===== config.mk =====
export PLATFORM = sky130hd
export DESIGN_NAME = i2c_ctl_front
export DESIGN_NICKNAME = d
export VERILOG_FILES = /design/src/rtl/i2c_ctl_front.sv
export SDC_FILE = /design/constraint.sdc
export NUM_CORES = 1
export LEC_CHECK = 0
export BUFFER_PORTS_ARGS = -buffer_cell sky130_fd_sc_hd__buf_2
export CORE_MARGIN = 10
export CORE_UTILIZATION = 35
export CTS_CLUSTER_DIAMETER = 40
export DETAILED_ROUTE_END_ITERATION = 10
export PLACE_DENSITY = 0.66
export RECOVER_POWER = 50
export SLEW_MARGIN = 20
export SYNTH_ARGS = -nofsm -noshare
export SYNTH_HDL_FRONTEND = slang
export SYNTH_SLANG_ARGS = --single-unit
export TNS_END_PERCENT = 5

===== constraint.sdc =====
create_clock -name clk -period 5.45 [get_ports clk]
set_clock_uncertainty 0.2 [all_clocks]
set_input_delay 0.2725 -clock clk [delete_from_list [all_inputs] [get_ports clk]]
set_output_delay 0.2725 -clock clk [all_outputs]
set_load 0.02 [all_outputs]

===== src/rtl/i2c_ctl_front.sv =====
module i2c_ctl_front #(
  parameter int CMD_W    = 32,
  parameter int DLY_W    = 8,
  parameter int DLY_INIT = 10,
  parameter int RST_CLKS = 16
) (
  input  logic             clk,
  input  logic             rst_n,
  input  logic             cmd_valid,
  input  logic [CMD_W-1:0] cmd_word,
  input  logic             scl_in,
  input  logic             sda_in,
  output logic             running,
  output logic             fifo_rst_busy,
  output logic [1:0]       byte_count,
  output logic             quarter_tick,
  output logic             scl_out,
  output logic             scl_oe_n,
  output logic             sda_out,
  output logic             sda_oe_n,
  output logic             scl_sync,
  output logic             sda_sync
);
  localparam int RCW     = $clog2(RST_CLKS + 1);
  localparam int F_RST   = 14;
  localparam int F_RUN   = 12;
  localparam int F_LDB   = 11;
  localparam int F_BYTES = 9;
  localparam int F_LDD   = 8;

  logic [RCW-1:0]   rst_cnt;
  logic [DLY_W-1:0] qdly, qcnt;
  logic [1:0]       phase;
  logic [1:0]       bb_scl, bb_sda;
  logic [1:0]       scl_s, sda_s;
  logic             accept, do_rst, do_cmd, line_word;

  assign fifo_rst_busy = (rst_cnt != '0);
  assign accept        = cmd_valid && !fifo_rst_busy;
  assign do_rst        = accept && cmd_word[F_RST];
  assign do_cmd        = accept && !cmd_word[F_RST];
  assign line_word     = do_cmd && !cmd_word[F_LDD] && !running;

  always_ff @(posedge clk or negedge rst_n) begin
    if (!rst_n) begin
      rst_cnt    <= '0;
      running    <= 1'b0;
      byte_count <= 2'd0;
      qdly       <= DLY_W'(DLY_INIT);
    end else begin
      if (fifo_rst_busy) rst_cnt <= rst_cnt - 1'b1;
      if (do_rst) begin
        rst_cnt <= RCW'(RST_CLKS);
        running <= 1'b0;
      end else if (do_cmd) begin
        if (cmd_word[F_RUN+1]) running    <= cmd_word[F_RUN];
        if (cmd_word[F_LDB])   byte_count <= cmd_word[F_BYTES +: 2];
        if (cmd_word[F_LDD])   qdly       <= cmd_word[DLY_W-1:0];
      end
    end
  end

  // line state encoded {oe_n, level}
  function automatic logic [1:0] line_next(input logic [1:0] cur, input logic [1:0] code);
    case (code)
      2'd1:    return 2'b00;
      2'd2:    return 2'b01;
      2'd3:    return 2'b11;
      default: return cur;
    endcase
  endfunction

  always_ff @(posedge clk or negedge rst_n) begin
    if (!rst_n) begin
      bb_scl <= 2'b11;
      bb_sda <= 2'b11;
    end else if (line_word) begin
      bb_scl <= line_next(bb_scl, cmd_word[1:0]);
      bb_sda <= line_next(bb_sda, cmd_word[3:2]);
    end
  end

  assign quarter_tick = running && (qdly != '0) && (qcnt >= qdly - DLY_W'(1));

  always_ff @(posedge clk or negedge rst_n) begin
    if (!rst_n) begin
      qcnt  <= '0;
      phase <= 2'd0;
    end else if (!running) begin
      qcnt  <= '0;
      phase <= 2'd0;
    end else if (quarter_tick) begin
      qcnt  <= '0;
      phase <= phase + 2'd1;
    end else if (qdly != '0) begin
      qcnt  <= qcnt + DLY_W'(1);
    end
  end

  assign scl_oe_n = running ? phase[1] : bb_scl[1];
  assign scl_out  = running ? 1'b0     : bb_scl[0];
  assign sda_oe_n = running ? 1'b1     : bb_sda[1];
  assign sda_out  = running ? 1'b1     : bb_sda[0];

  always_ff @(posedge clk or negedge rst_n) begin
    if (!rst_n) begin
      scl_s <= 2'b11;
      sda_s <= 2'b11;
    end else begin
      scl_s <= {scl_s[0], scl_in};
      sda_s <= {sda_s[0], sda_in};
    end
  end

  assign scl_sync = scl_s[1];
  assign sda_sync = sda_s[1];
endmodule



==> impl_metrics.py, run 1 <==
metrics = {
    "floorplan": {
        "rows": 26,
        "die-area_mm2": 0.008696,
        "start_util_pct": 36.54,
        "core_area_mm2": 0.005140,
        "ios": 48,
        "die_w_um": 93.25,
        "die_h_um": 93.25,
    },
    "status": {
        "run_status": "finished with violations",
        "violations": "max-capacitance violations, max-slew violations",
    },
    "critical_path": {
        "worstSetupPathType": "flop to output port",
        "worst-r2r-setup-slack_ps": 2340,
        "r2r-start": "qdly[1]$_DFFE_PN1P_",
        "cp_slowest_cell": "a211oi_2",
        "crit_path_start": "qdly[1]$_DFFE_PN1P_",
        "path_delay_family": "compound AO/OA/AOI/OAI gates",
        "cp_cell_sequence": "inv_1, ha_1, xnor2_1, ha_1, a211oi_1, o21ai_1, a211oi_2, nor3_1, buf_2",
        "cp-endpoint": "quarter_tick",
        "crit_cells": 9,
        "critical_path_required_ps": 4980,
        "timing.rr.end": "qcnt[6]$_DFFE_PN0P_",
        "cpPeakStageDelay_ps": 800,
        "cp.arrival_ps": 3010,
        "crit_buf_inv": 2,
        "rr_worst_depth": 9,
        "cp_max_fo": 16,
        "end_kind": "output port",
        "startpoint_type": "flop",
        "cpMostUsedCell": "ha_1",
    },
    "synthesis": {
        "synth_xor_xnor_area_share_pct": 2.798,
        "syn_inst": 178,
        "ys_seq_elements": 34,
        "synth_compound_area_share_pct": 10.79,
        "muxShareOfSynthArea_pct": 8.394,
        "synth_top_family_by_area": "simple AND/OR/NAND/NOR gates",
        "synth-simple-area-share_pct": 21.99,
        "syn-mean-instance-area_um2": 10.55,
        "synthDistinctLibCells": 44,
        "yosys.area_share.adder_pct": 7.328,
        "synth_area_mm2": 0.001878,
        "ys_seq_area_share_pct": 45.97,
        "syn-num-nets": 226,
        "ys_warn_count": 0,
    },
    "routing": {
        "ant_nets": 0,
        "finalWirelength_mm": 3.835,
        "wl_per_cell_um": 13.41,
        "drt_iter0_markers": 122,
        "drt_first_pass_iters": 4,
        "num_vias": 1458,
        "drc": 0,
        "vias_per_cell": 5.098,
    },
    "power_and_ir_drop": {
        "p_int_uw": 597.9,
        "clkPwrFrac_pct": 20.2,
        "p_switching_uw": 353.5,
        "pwr-share-seq_pct": 41.9,
        "p_comb_share_pct": 37.9,
        "swShare_pct": 37.15,
        "leakage_nw": 1.017,
        "powerDensity_mw_per_mm2": 429.3,
        "p_total_uw": 951.4,
        "ir_worst_vdd_mv": 0.2470,
    },
    "clock_tree": {
        "cts_root_buffer": "clkbuf_8",
        "cts_made_buffers": 5,
        "cts_tree": "done",
        "htree_num_levels": 2,
        "numClockSinks": 34,
        "path_clk_slew_ps": 70,
        "cts_max_path_buffers": 2,
        "ctsResizeCount": 0,
        "cts_setup_buffers": 0,
        "clk_latency_ps": 280,
        "holdBufCountCts": 3,
    },
    "final_layout": {
        "final_cell_mix": "buf_2, dfrtp_1, nand2_1",
        "area_growth_pct": 17.99,
        "drive_gt1_share_pct": 28.24,
        "antennaDiodeCount": 0,
        "layout_commonest_cell": "buf_2",
        "fin_nets": 263,
        "final_cells": 286,
    },
    "global_route": {
        "overflow": 0,
        "grt_pass1_wl_mm": 6.651,
        "grt_usage_pct": 9.342,
        "antenna_found_initial": 0,
        "grt_pass1_vias": 1461,
        "grt_max_degree": 35,
    },
    "place": {
        "routabilityCongestion": 0.7883,
        "place_inst": 275,
        "hpwl_mm": 2.765,
        "post-place-ws_ps": 2304,
        "port_buffers": 30,
    },
    "min_path": {
        "hold_class": "input port to flop",
    },
    "flow_run": {
        "cap_violations": 1,
    },
    "timing": {
        "fmax_mhz": 287.3,
        "setup_viol": 0,
        "fin_ws_ps": 1970,
        "setup_tns_ps": 0,
        "hold_viol": 0,
        "period_needed_ps": 3480,
        "rsz0062_at_grt": "false",
        "slew_viol_final": 35,
        "holdWs_ps": 12.01,
        "relSlewSlack_pct": -23.42,
        "min_period_over_period_pct": 63.86,
        "worst_pin_slew_ps": 1851,
    },
}
[cell usage after synthesis]
master / number / area [µm²]
dfrtp_1: 24 / 600.6
nand2_1: 21 / 78.83
ha_1: 11 / 137.6
dfstp_2: 10 / 262.8
nand3_1: 10 / 50.05
inv_1: 8 / 30.03
nor2_1: 8 / 30.03
o21ai_0: 8 / 40.04
mux2_4: 7 / 105.1
nor3_1: 6 / 30.03
a31oi_1: 5 / 31.28
xor2_1: 4 / 35.03
a21o_1: 3 / 22.52
a21oi_1: 3 / 15.01
and3_1: 3 / 18.77
mux2i_1: 3 / 30.03
nand4b_1: 3 / 26.28
o21ai_1: 3 / 15.01
or3_1: 3 / 18.77
a211oi_1: 2 / 15.01
a22o_1: 2 / 17.52
buf_2: 2 / 10.01
mux2_2: 2 / 22.52
nand3b_1: 2 / 15.01
nand4_1: 2 / 12.51
nor2b_1: 2 / 12.51
nor4_1: 2 / 12.51
or2_2: 2 / 12.51
xnor2_1: 2 / 17.52
a211oi_2: 1 / 12.51
a32o_1: 1 / 10.01
and2_1: 1 / 6.260
and4_1: 1 / 8.760
buf_4: 1 / 7.510
clkinv_1: 1 / 3.750
nand2_2: 1 / 6.260
nand2_4: 1 / 11.26
nand2b_1: 1 / 6.260
nor2_4: 1 / 11.26
nor4_4: 1 / 21.27
nor4b_4: 1 / 23.77
o211ai_1: 1 / 7.510
o2bb2ai_1: 1 / 8.760
o31ai_1: 1 / 7.510
[worst min path at each step]
stage | start | endpoint | slack, ps | depth (start not counted)
after global routing | cmd_word[6] | qdly[6]$_DFFE_PN0P_ | 4 | 2
after CTS | cmd_word[5] | qdly[5]$_DFFE_PN0P_ | 4 | 2
final | cmd_word[7] | qdly[7]$_DFFE_PN0P_ | 10 | 2
after detailed placement | scl_s[0]$_DFF_PN1_ | scl_s[1]$_DFF_PN1_ | 150 | 0
after floorplan | rst_n | byte_count[0]$_DFFE_PN0P_ | -220 | 0
after global placement | scl_s[0]$_DFF_PN1_ | scl_s[1]$_DFF_PN1_ | 150 | 0
[logic make-up (layout without fill, tap and decap cells)]
logic type	after synthesis	count (layout)
AO/OA/AOI/OAI	31	31
XOR/XNOR	6	6
adder cells (fa/ha/maj)	11	11
buffers and inverters	12	50
flip-flops	34	34
multiplexers	12	12
AND/OR/NAND/NOR	72	72
[routing by layer]
metal  vias to the layer above  global-route usage, %  part of all wire [%]
li1                        717                      -                     -
met1                       697                  11.34                    47
met2                        38                  14.39                    45
met3                         6                  3.917                   5.9
met4                         0                  3.470                   1.3
met5                         -                      0                     0
[sequential cells by signal, indices dropped and copies added (netlist names)]
name / count
qcnt: 8
qdly: 8
rst_cnt: 5
bb_scl: 2
bb_sda: 2
byte_count: 2
phase: 2
scl_s: 2
sda_s: 2
running: 1
[area by class of cell]
class	instances	area (µm²)
Sequential cell	34	863.3
Tap cell	70	87.58
Fill cell	516	2924
Clock buffer	7	86.33
Timing Repair Buffer	33	176.4
Clock inverter	1	5.005
Inverter	9	33.78
Multi-Input combinational cell	132	963.4
[power by group through the flow]
stage | Sequential (mW) | Combinational [mW] | Clock [mW]
detailed placement | 0.402 | 0.365 | 0
global placement | 0.399 | 0.356 | 0
CTS | 0.398 | 0.369 | 0.201
floorplan | 0.392 | 0.280 | 0
finish | 0.398 | 0.361 | 0.192
global route | 0.410 | 0.408 | 0.211
[through the flow]
stage,area [µm²],util [%]
3_5_place_dp,2098,40.82
3_3_place_gp,2098,40.82
6_report,2216,43.11
4_1_cts,2220,43.18
5_1_grt,2216,43.11
2_1_floorplan,1878,-
Power figures use the tool's default switching activity.
==> run 2: changes to the inputs <==
--- a/config.mk
+++ b/config.mk
@@ -5,12 +5,13 @@
 export SDC_FILE = /design/constraint.sdc
 export NUM_CORES = 1
 export LEC_CHECK = 0
+export ABC_AREA = 1
 export BUFFER_PORTS_ARGS = -buffer_cell sky130_fd_sc_hd__buf_2
 export CORE_MARGIN = 10
 export CORE_UTILIZATION = 35
 export CTS_CLUSTER_DIAMETER = 40
 export DETAILED_ROUTE_END_ITERATION = 10
-export PLACE_DENSITY = 0.66
+export PLACE_DENSITY = 0.65
 export RECOVER_POWER = 50
 export SLEW_MARGIN = 20
 export SYNTH_ARGS = -nofsm -noshare
==> constraint.sdc (replaced) <==
create_clock -name clk -period 3.3 [get_ports clk]
set_clock_uncertainty 0.2 [all_clocks]
set_input_delay 0.165 -clock clk [delete_from_list [all_inputs] [get_ports clk]]
set_output_delay 0.165 -clock clk [all_outputs]
set_load 0.02 [all_outputs]
==> run 2 against run 1 <==
  * The run still ends with max-capacitance violations, max-slew violations left
  * Core utilization up 3.9 points
  * Power rose by 64%
  * Critical path type unchanged
  * Global-route usage is 0.96 points higher
  * Die area rose by 1.6%
  * Via count is 9.3% higher
  * Routed wire length is 4.2% higher
==> impl_metrics.py, run 2 <==
metrics = {
    "critical_path": {
        "cp_slowest_cell": "dfrtp_1",
        "cp.arrival_ps": 2560,
        "startpoint_type": "flop",
        "path_delay_family": "simple AND/OR/NAND/NOR gates",
        "cp_max_fo": 5,
        "critical_path_required_ps": 2930,
        "cpPeakStageDelay_ps": 360,
        "crit_buf_inv": 5,
        "end_kind": "output port",
        "cpMostUsedCell": "inv_1",
        "worstSetupPathType": "flop to output port",
        "cp_cell_sequence": "inv_1, ha_1, inv_1, nor3_4, nand3_1, xor2_1, inv_1, ha_1, nand2_1, o21a_1, nand2_1, nand2_1, inv_1, buf_2",
    },
    "flow_run": {
        "cap_violations": 1,
    },
    "final_layout": {
        "area_growth_pct": 27.76,
        "drive_gt1_share_pct": 20.69,
        "final_cell_mix": "nand2_1, inv_1, buf_2",
        "antennaDiodeCount": 0,
        "fin_nets": 337,
        "fillCellCount": 514,
        "top_regs": "qcnt x8, qdly x8, rst_cnt x5",
        "layout_commonest_cell": "nand2_1",
        "final_core_util_pct": 47.02,
    },
    "floorplan": {
        "ios": 48,
        "die_w_um": 93.98,
        "die_h_um": 93.98,
        "rows": 26,
        "core_area_mm2": 0.005205,
        "die-area_mm2": 0.008832,
        "start_util_pct": 36.80,
    },
    "synthesis": {
        "synthDistinctLibCells": 28,
        "ys_warn_count": 0,
        "synth_top_area_share_pct": 31.35,
        "ys_seq_elements": 34,
        "yosys-top-cells-area": "dfrtp_1, dfstp_2, nand2_1",
        "syn-num-nets": 281,
        "synth_enable_flop_cells": 0,
        "synth-async-reset-ratio_pct": 100.0,
        "ys.flop_type": "dfrtp_1",
        "synth_area_mm2": 0.001916,
        "ys_seq_area_share_pct": 45.07,
        "syn_inst": 233,
        "synth_common_cells": "nand2_1, inv_1, dfrtp_1",
        "synth_most_common_cell": "nand2_1",
        "syn-mean-instance-area_um2": 8.221,
        "synth_top_area_cell": "dfrtp_1",
    },
    "timing": {
        "relSlewSlack_pct": -21.50,
        "rsz0062_at_grt": "false",
        "fmax_mhz": 341.8,
        "setup_tns_ps": 0,
        "setup_viol": 0,
        "period_needed_ps": 2926,
        "hold_viol": 0,
        "worst_pin_slew_ps": 1823,
        "slew_viol_final": 35,
        "min_period_over_period_pct": 88.66,
    },
    "clock_tree": {
        "htree_num_levels": 2,
        "cts_tree": "done",
        "numClockSinks": 34,
        "clk_latency_ps": 280,
        "cts_root_buffer": "clkbuf_8",
        "path_clk_slew_ps": 70,
        "cts_setup_buffers": 0,
        "cts_made_buffers": 5,
        "cts_max_path_buffers": 2,
    },
    "power_and_ir_drop": {
        "ir_worst_vdd_mv": 0.4372,
        "leakage_nw": 1.304,
        "powerDensity_mw_per_mm2": 639.2,
    },
    "global_route": {
        "overflow": 0,
        "grt_pass1_vias": 1796,
        "grt_pass1_wl_mm": 7.603,
        "grt_max_degree": 35,
        "antenna_found_initial": 0,
        "grt_usage_pct": 10.31,
    },
    "routing": {
        "drc": 0,
        "drt_first_pass_iters": 4,
        "ant_nets": 0,
        "vias_per_cell": 4.428,
        "wl_per_cell_um": 11.10,
        "drt_iter0_markers": 35,
        "finalWirelength_mm": 3.995,
        "num_vias": 1594,
    },
    "min_path": {
        "hold_class": "input port to flop",
    },
    "status": {
        "run_status": "finished with violations",
        "violations": "max-capacitance violations, max-slew violations",
    },
    "place": {
        "hpwl_mm": 2.863,
        "routabilityCongestion": 0.7472,
        "port_buffers": 30,
    },
}
run 2: cell families (layout without fill, tap and decap cells):
family / count (synthesis) / after routing / synth area share [%]
compound gates: 21 / 21 / 7.446
xor+xnor: 9 / 9 / 4.115
fa+ha+maj: 11 / 11 / 7.185
buf+inv: 36 / 93 / 7.511
flops: 34 / 34 / 45.07
simple gates: 122 / 122 / 28.67
run 2: path summary, 6_finish.rpt:
check                                       start                        end  slack, ps  depth (start not counted)
setup / recovery              qdly[0]$_DFFE_PN0P_               quarter_tick        370                         14
hold / removal                          cmd_valid        qdly[2]$_DFFE_PN0P_        120                          5
setup reg to reg           rst_cnt[0]$_DFFE_PN0P_  byte_count[1]$_DFFE_PN0P_        470                          8
hold reg to reg                scl_s[0]$_DFF_PN1_         scl_s[1]$_DFF_PN1_        160                          0
max in group asynchronous                   rst_n        qcnt[5]$_DFFE_PN0P_       1130                          2
min in group asynchronous                   rst_n  byte_count[0]$_DFFE_PN0P_        720                          2
run 2: where the power goes:
group	total (mW)	switching [mW]	internal (mW)
Combinational	0.607	0.354	0.253
Clock	0.312	0.144	0.168
Sequential	0.645	0.0903	0.555
run 2: tightest hold or removal path, stage by stage:
cell and delay [ps]:
buf_2 90, inv_1 100, nor3_4 90, nand3_1 70, nand2_1 50
run 2: cell type report:
cell class	count	area, µm²	share of cell area, %
Multi-Input combinational cell	163	914.6	37.37
Timing Repair Buffer	52	366.6	14.98
Clock inverter	1	5.005	0.2045
Sequential cell	34	863.3	35.28
Clock buffer	7	86.33	3.528
Inverter	33	123.9	5.061
Tap cell	70	87.58	3.579
run 2: metrics by stage:
| step | power, mW | setup slack [ps] | hold WS (ps) | std cells | cell area, µm² |
|---|---|---|---|---|---|
| after floorplan | 1.062 | 901.4 | -330.6 | 233 | 1916 |
| after global placement | 1.200 | 585.5 | 70.68 | 330 | 2133 |
| after detailed placement | 1.214 | 574.4 | 71.63 | 330 | 2133 |
| after CTS | 1.584 | 271.8 | 114.0 | 360 | 2445 |
| after global routing | 1.718 | 40.72 | 143.7 | 360 | 2447 |
| final | 1.564 | 374.1 | 121.5 | 360 | 2447 |
run 2: layer usage:
metal / part of all wire, % / global-route usage, % / wire length, µm / vias to the layer above
met1: 46 / 11.32 / 1850 / 720
met3: 4.9 / 3.997 / 197 / 2
met2: 48 / 18.38 / 1920 / 28
li1: - / - / - / 844
met4: 0.68 / 2.025 / 27 / 0
met5: 0 / 0 / 0 / -
run 2: what timing repair did:
item / 4_1_cts / 5_1_grt
gates resized for setup: 0 / 1
hold endpoints to repair: 42 / 0
setup endpoints to repair: 0 / 1
hold buffers: 22 / 0
==> run 3: changes to the inputs <==
--- a/config.mk
+++ b/config.mk
@@ -8,10 +8,10 @@
 export ABC_AREA = 1
 export BUFFER_PORTS_ARGS = -buffer_cell sky130_fd_sc_hd__buf_2
 export CORE_MARGIN = 10
-export CORE_UTILIZATION = 35
+export CORE_UTILIZATION = 53
 export CTS_CLUSTER_DIAMETER = 40
 export DETAILED_ROUTE_END_ITERATION = 10
-export PLACE_DENSITY = 0.65
+export PLACE_DENSITY = 0.8
 export RECOVER_POWER = 50
 export SLEW_MARGIN = 20
 export SYNTH_ARGS = -nofsm -noshare
==> run 3 against run 2 <==
  * Global-route usage grew 5.3 points
  * Register-to-register slack lost 280 ps
  * Largest cell class unchanged
  * Clock power shrank 20%
  * Count of clock-buffer cells in the layout is the same
  * The flow still finishes with violations (max-capacitance violations, max-slew violations)
  * Combinational power grew 4.4%
  * Via count grew 6.2%
  * Sequential cell count is the same
  * Final cell count shrank 5.6%
==> impl_metrics.py, run 3 (synthesis results as in run 2) <==
metrics = {
    "place": {
        "port_buffers": 30,
        "hpwl_mm": 2.839,
        "place_inst": 306,
        "routabilityCongestion": 0.7523,
    },
    "min_path": {
        "hold_class": "input port to flop",
    },
    "routing": {
        "drt_iter0_markers": 133,
        "finalWirelength_mm": 4.545,
        "drc": 0,
        "num_vias": 1693,
        "wl_per_cell_um": 13.37,
        "drt_first_pass_iters": 6,
        "ant_nets": 0,
        "vias_per_cell": 4.979,
    },
    "power_and_ir_drop": {
        "leakage_nw": 1.306,
        "ir_worst_vdd_mv": 0.5534,
        "powerDensity_mw_per_mm2": 630.1,
    },
    "critical_path": {
        "worstSetupPathType": "flop to flop",
        "critical_path_required_ps": 3390,
        "cp_cell_sequence": "inv_1, ha_1, nand3b_4, nor3_4, and2_1, nand3_1, dlygate4sd3_1, nand2_1, dlygate4sd3_1",
        "crit_buf_inv": 3,
        "cp.arrival_ps": 3200,
        "cp_max_fo": 8,
        "cp_slowest_cell": "dlygate4sd3_1",
        "startpoint_type": "flop",
        "worst-r2r-setup-slack_ps": 190,
        "cpMostUsedCell": "dlygate4sd3_1",
        "path_delay_family": "buffers and inverters",
        "end_kind": "flop",
        "cpPeakStageDelay_ps": 590,
    },
    "global_route": {
        "antenna_found_initial": 0,
        "grt_pass1_vias": 1751,
        "grt_max_degree": 35,
        "grt_usage_pct": 15.65,
        "overflow": 0,
        "grt_pass1_wl_mm": 8.004,
    },
    "final_layout": {
        "fillCellCount": 255,
        "layout_commonest_cell": "nand2_1",
        "final_cell_mix": "nand2_1, inv_1, buf_2",
        "drive_gt1_share_pct": 20.75,
        "area_growth_pct": 26.39,
        "top_regs": "qcnt x8, qdly x8, rst_cnt x5",
        "multi_input_area_um2": 908.4,
        "fin_nets": 341,
        "final_core_util_pct": 70.88,
        "antennaDiodeCount": 0,
        "register_area_um2": 863.3,
        "final_cells": 340,
    },
    "timing": {
        "hold_viol": 0,
        "rsz0062_at_grt": "false",
        "fmax_mhz": 321.0,
        "setup_viol": 0,
        "period_needed_ps": 3115,
        "relSlewSlack_pct": -20.21,
        "slew_viol_final": 35,
        "min_period_over_period_pct": 94.39,
        "worst_pin_slew_ps": 1803,
        "setup_tns_ps": 0,
    },
    "floorplan": {
        "ios": 48,
        "die_h_um": 80.12,
        "die-area_mm2": 0.006419,
        "rows": 21,
        "core_area_mm2": 0.003416,
        "start_util_pct": 56.08,
        "die_w_um": 80.12,
    },
    "clock_tree": {
        "cts_max_path_buffers": 2,
        "clk_latency_ps": 340,
        "cts_root_buffer": "clkbuf_4",
        "htree_num_levels": 2,
        "cts_tree": "done",
        "path_clk_slew_ps": 110,
        "cts_made_buffers": 5,
        "numClockSinks": 34,
        "ctsResizeCount": 0,
    },
    "flow_run": {
        "cap_violations": 1,
    },
    "status": {
        "run_status": "finished with violations",
        "violations": "max-capacitance violations, max-slew violations",
    },
}
[run 3: final timing paths]
check                      cells past startpoint                    from                     end
max                                            9  rst_cnt[0]$_DFFE_PN0P_   bb_scl[1]$_DFFE_PN1P_
min                                            5               cmd_valid  rst_cnt[4]$_DFFE_PN0P_
max reg2reg                                    9  rst_cnt[0]$_DFFE_PN0P_   bb_scl[1]$_DFFE_PN1P_
min reg2reg                                    0      scl_s[0]$_DFF_PN1_      scl_s[1]$_DFF_PN1_
max in group asynchronous                      2                   rst_n    phase[1]$_DFFE_PN0P_
min in group asynchronous                      2                   rst_n     qcnt[2]$_DFFE_PN0P_
[run 3: what timing repair did]
action / in CTS / in global routing
hold buffers: 26 / 0
endpoints found under the hold margin: 42 / 0
endpoints found under the setup margin: 0 / 0
setup buffers: 0 / 0
[run 3: stage by stage]
step | worst slack (ps) | power (mW) | hold slack (ps) | cell area [µm²]
5_1_grt | 23.68 | 1.658 | 136.3 | 2421
3_3_place_gp | 634.8 | 1.191 | 70.39 | 2103
2_1_floorplan | 901.4 | 1.062 | -330.6 | 1916
4_1_cts | 199.4 | 1.520 | 47.17 | 2424
3_5_place_dp | 555.6 | 1.220 | 68.96 | 2103
6_report | 185.1 | 1.526 | 76.64 | 2421
[run 3: power breakdown]
group | total, mW | internal, mW | switching, mW
logic | 0.634 | 0.261 | 0.373
clock network | 0.249 | 0.103 | 0.146
registers | 0.643 | 0.553 | 0.0895
[run 3: layer usage]
layer / track usage, % / vias to the layer above / share of wire, %
li1: - / 853 / -
met1: 17.19 / 776 / 41
met2: 27.45 / 55 / 51
met3: 5.234 / 9 / 6.6
met4: 5.458 / 0 / 1.8
met5: 0 / - / 0
[run 3: final cells by class]
cell class | instances | share of cell area [%]
clock buffers | 7 | 2.274
clock inverters | 1 | 0.2067
inverters | 33 | 5.116
multi-input cells | 163 | 37.52
flip-flops and latches | 34 | 35.66
well taps | 46 | 2.377
repair buffers | 56 | 16.85
[run 3: worst reg2reg max path, cell delays in order (launching register included)]
cell and delay, ps:
dfrtp_1 370, inv_1 110, ha_1 270, nand3b_4 150
nor3_4 330, and2_1 290, nand3_1 120, dlygate4sd3_1 590
nand2_1 90, dlygate4sd3_1 550
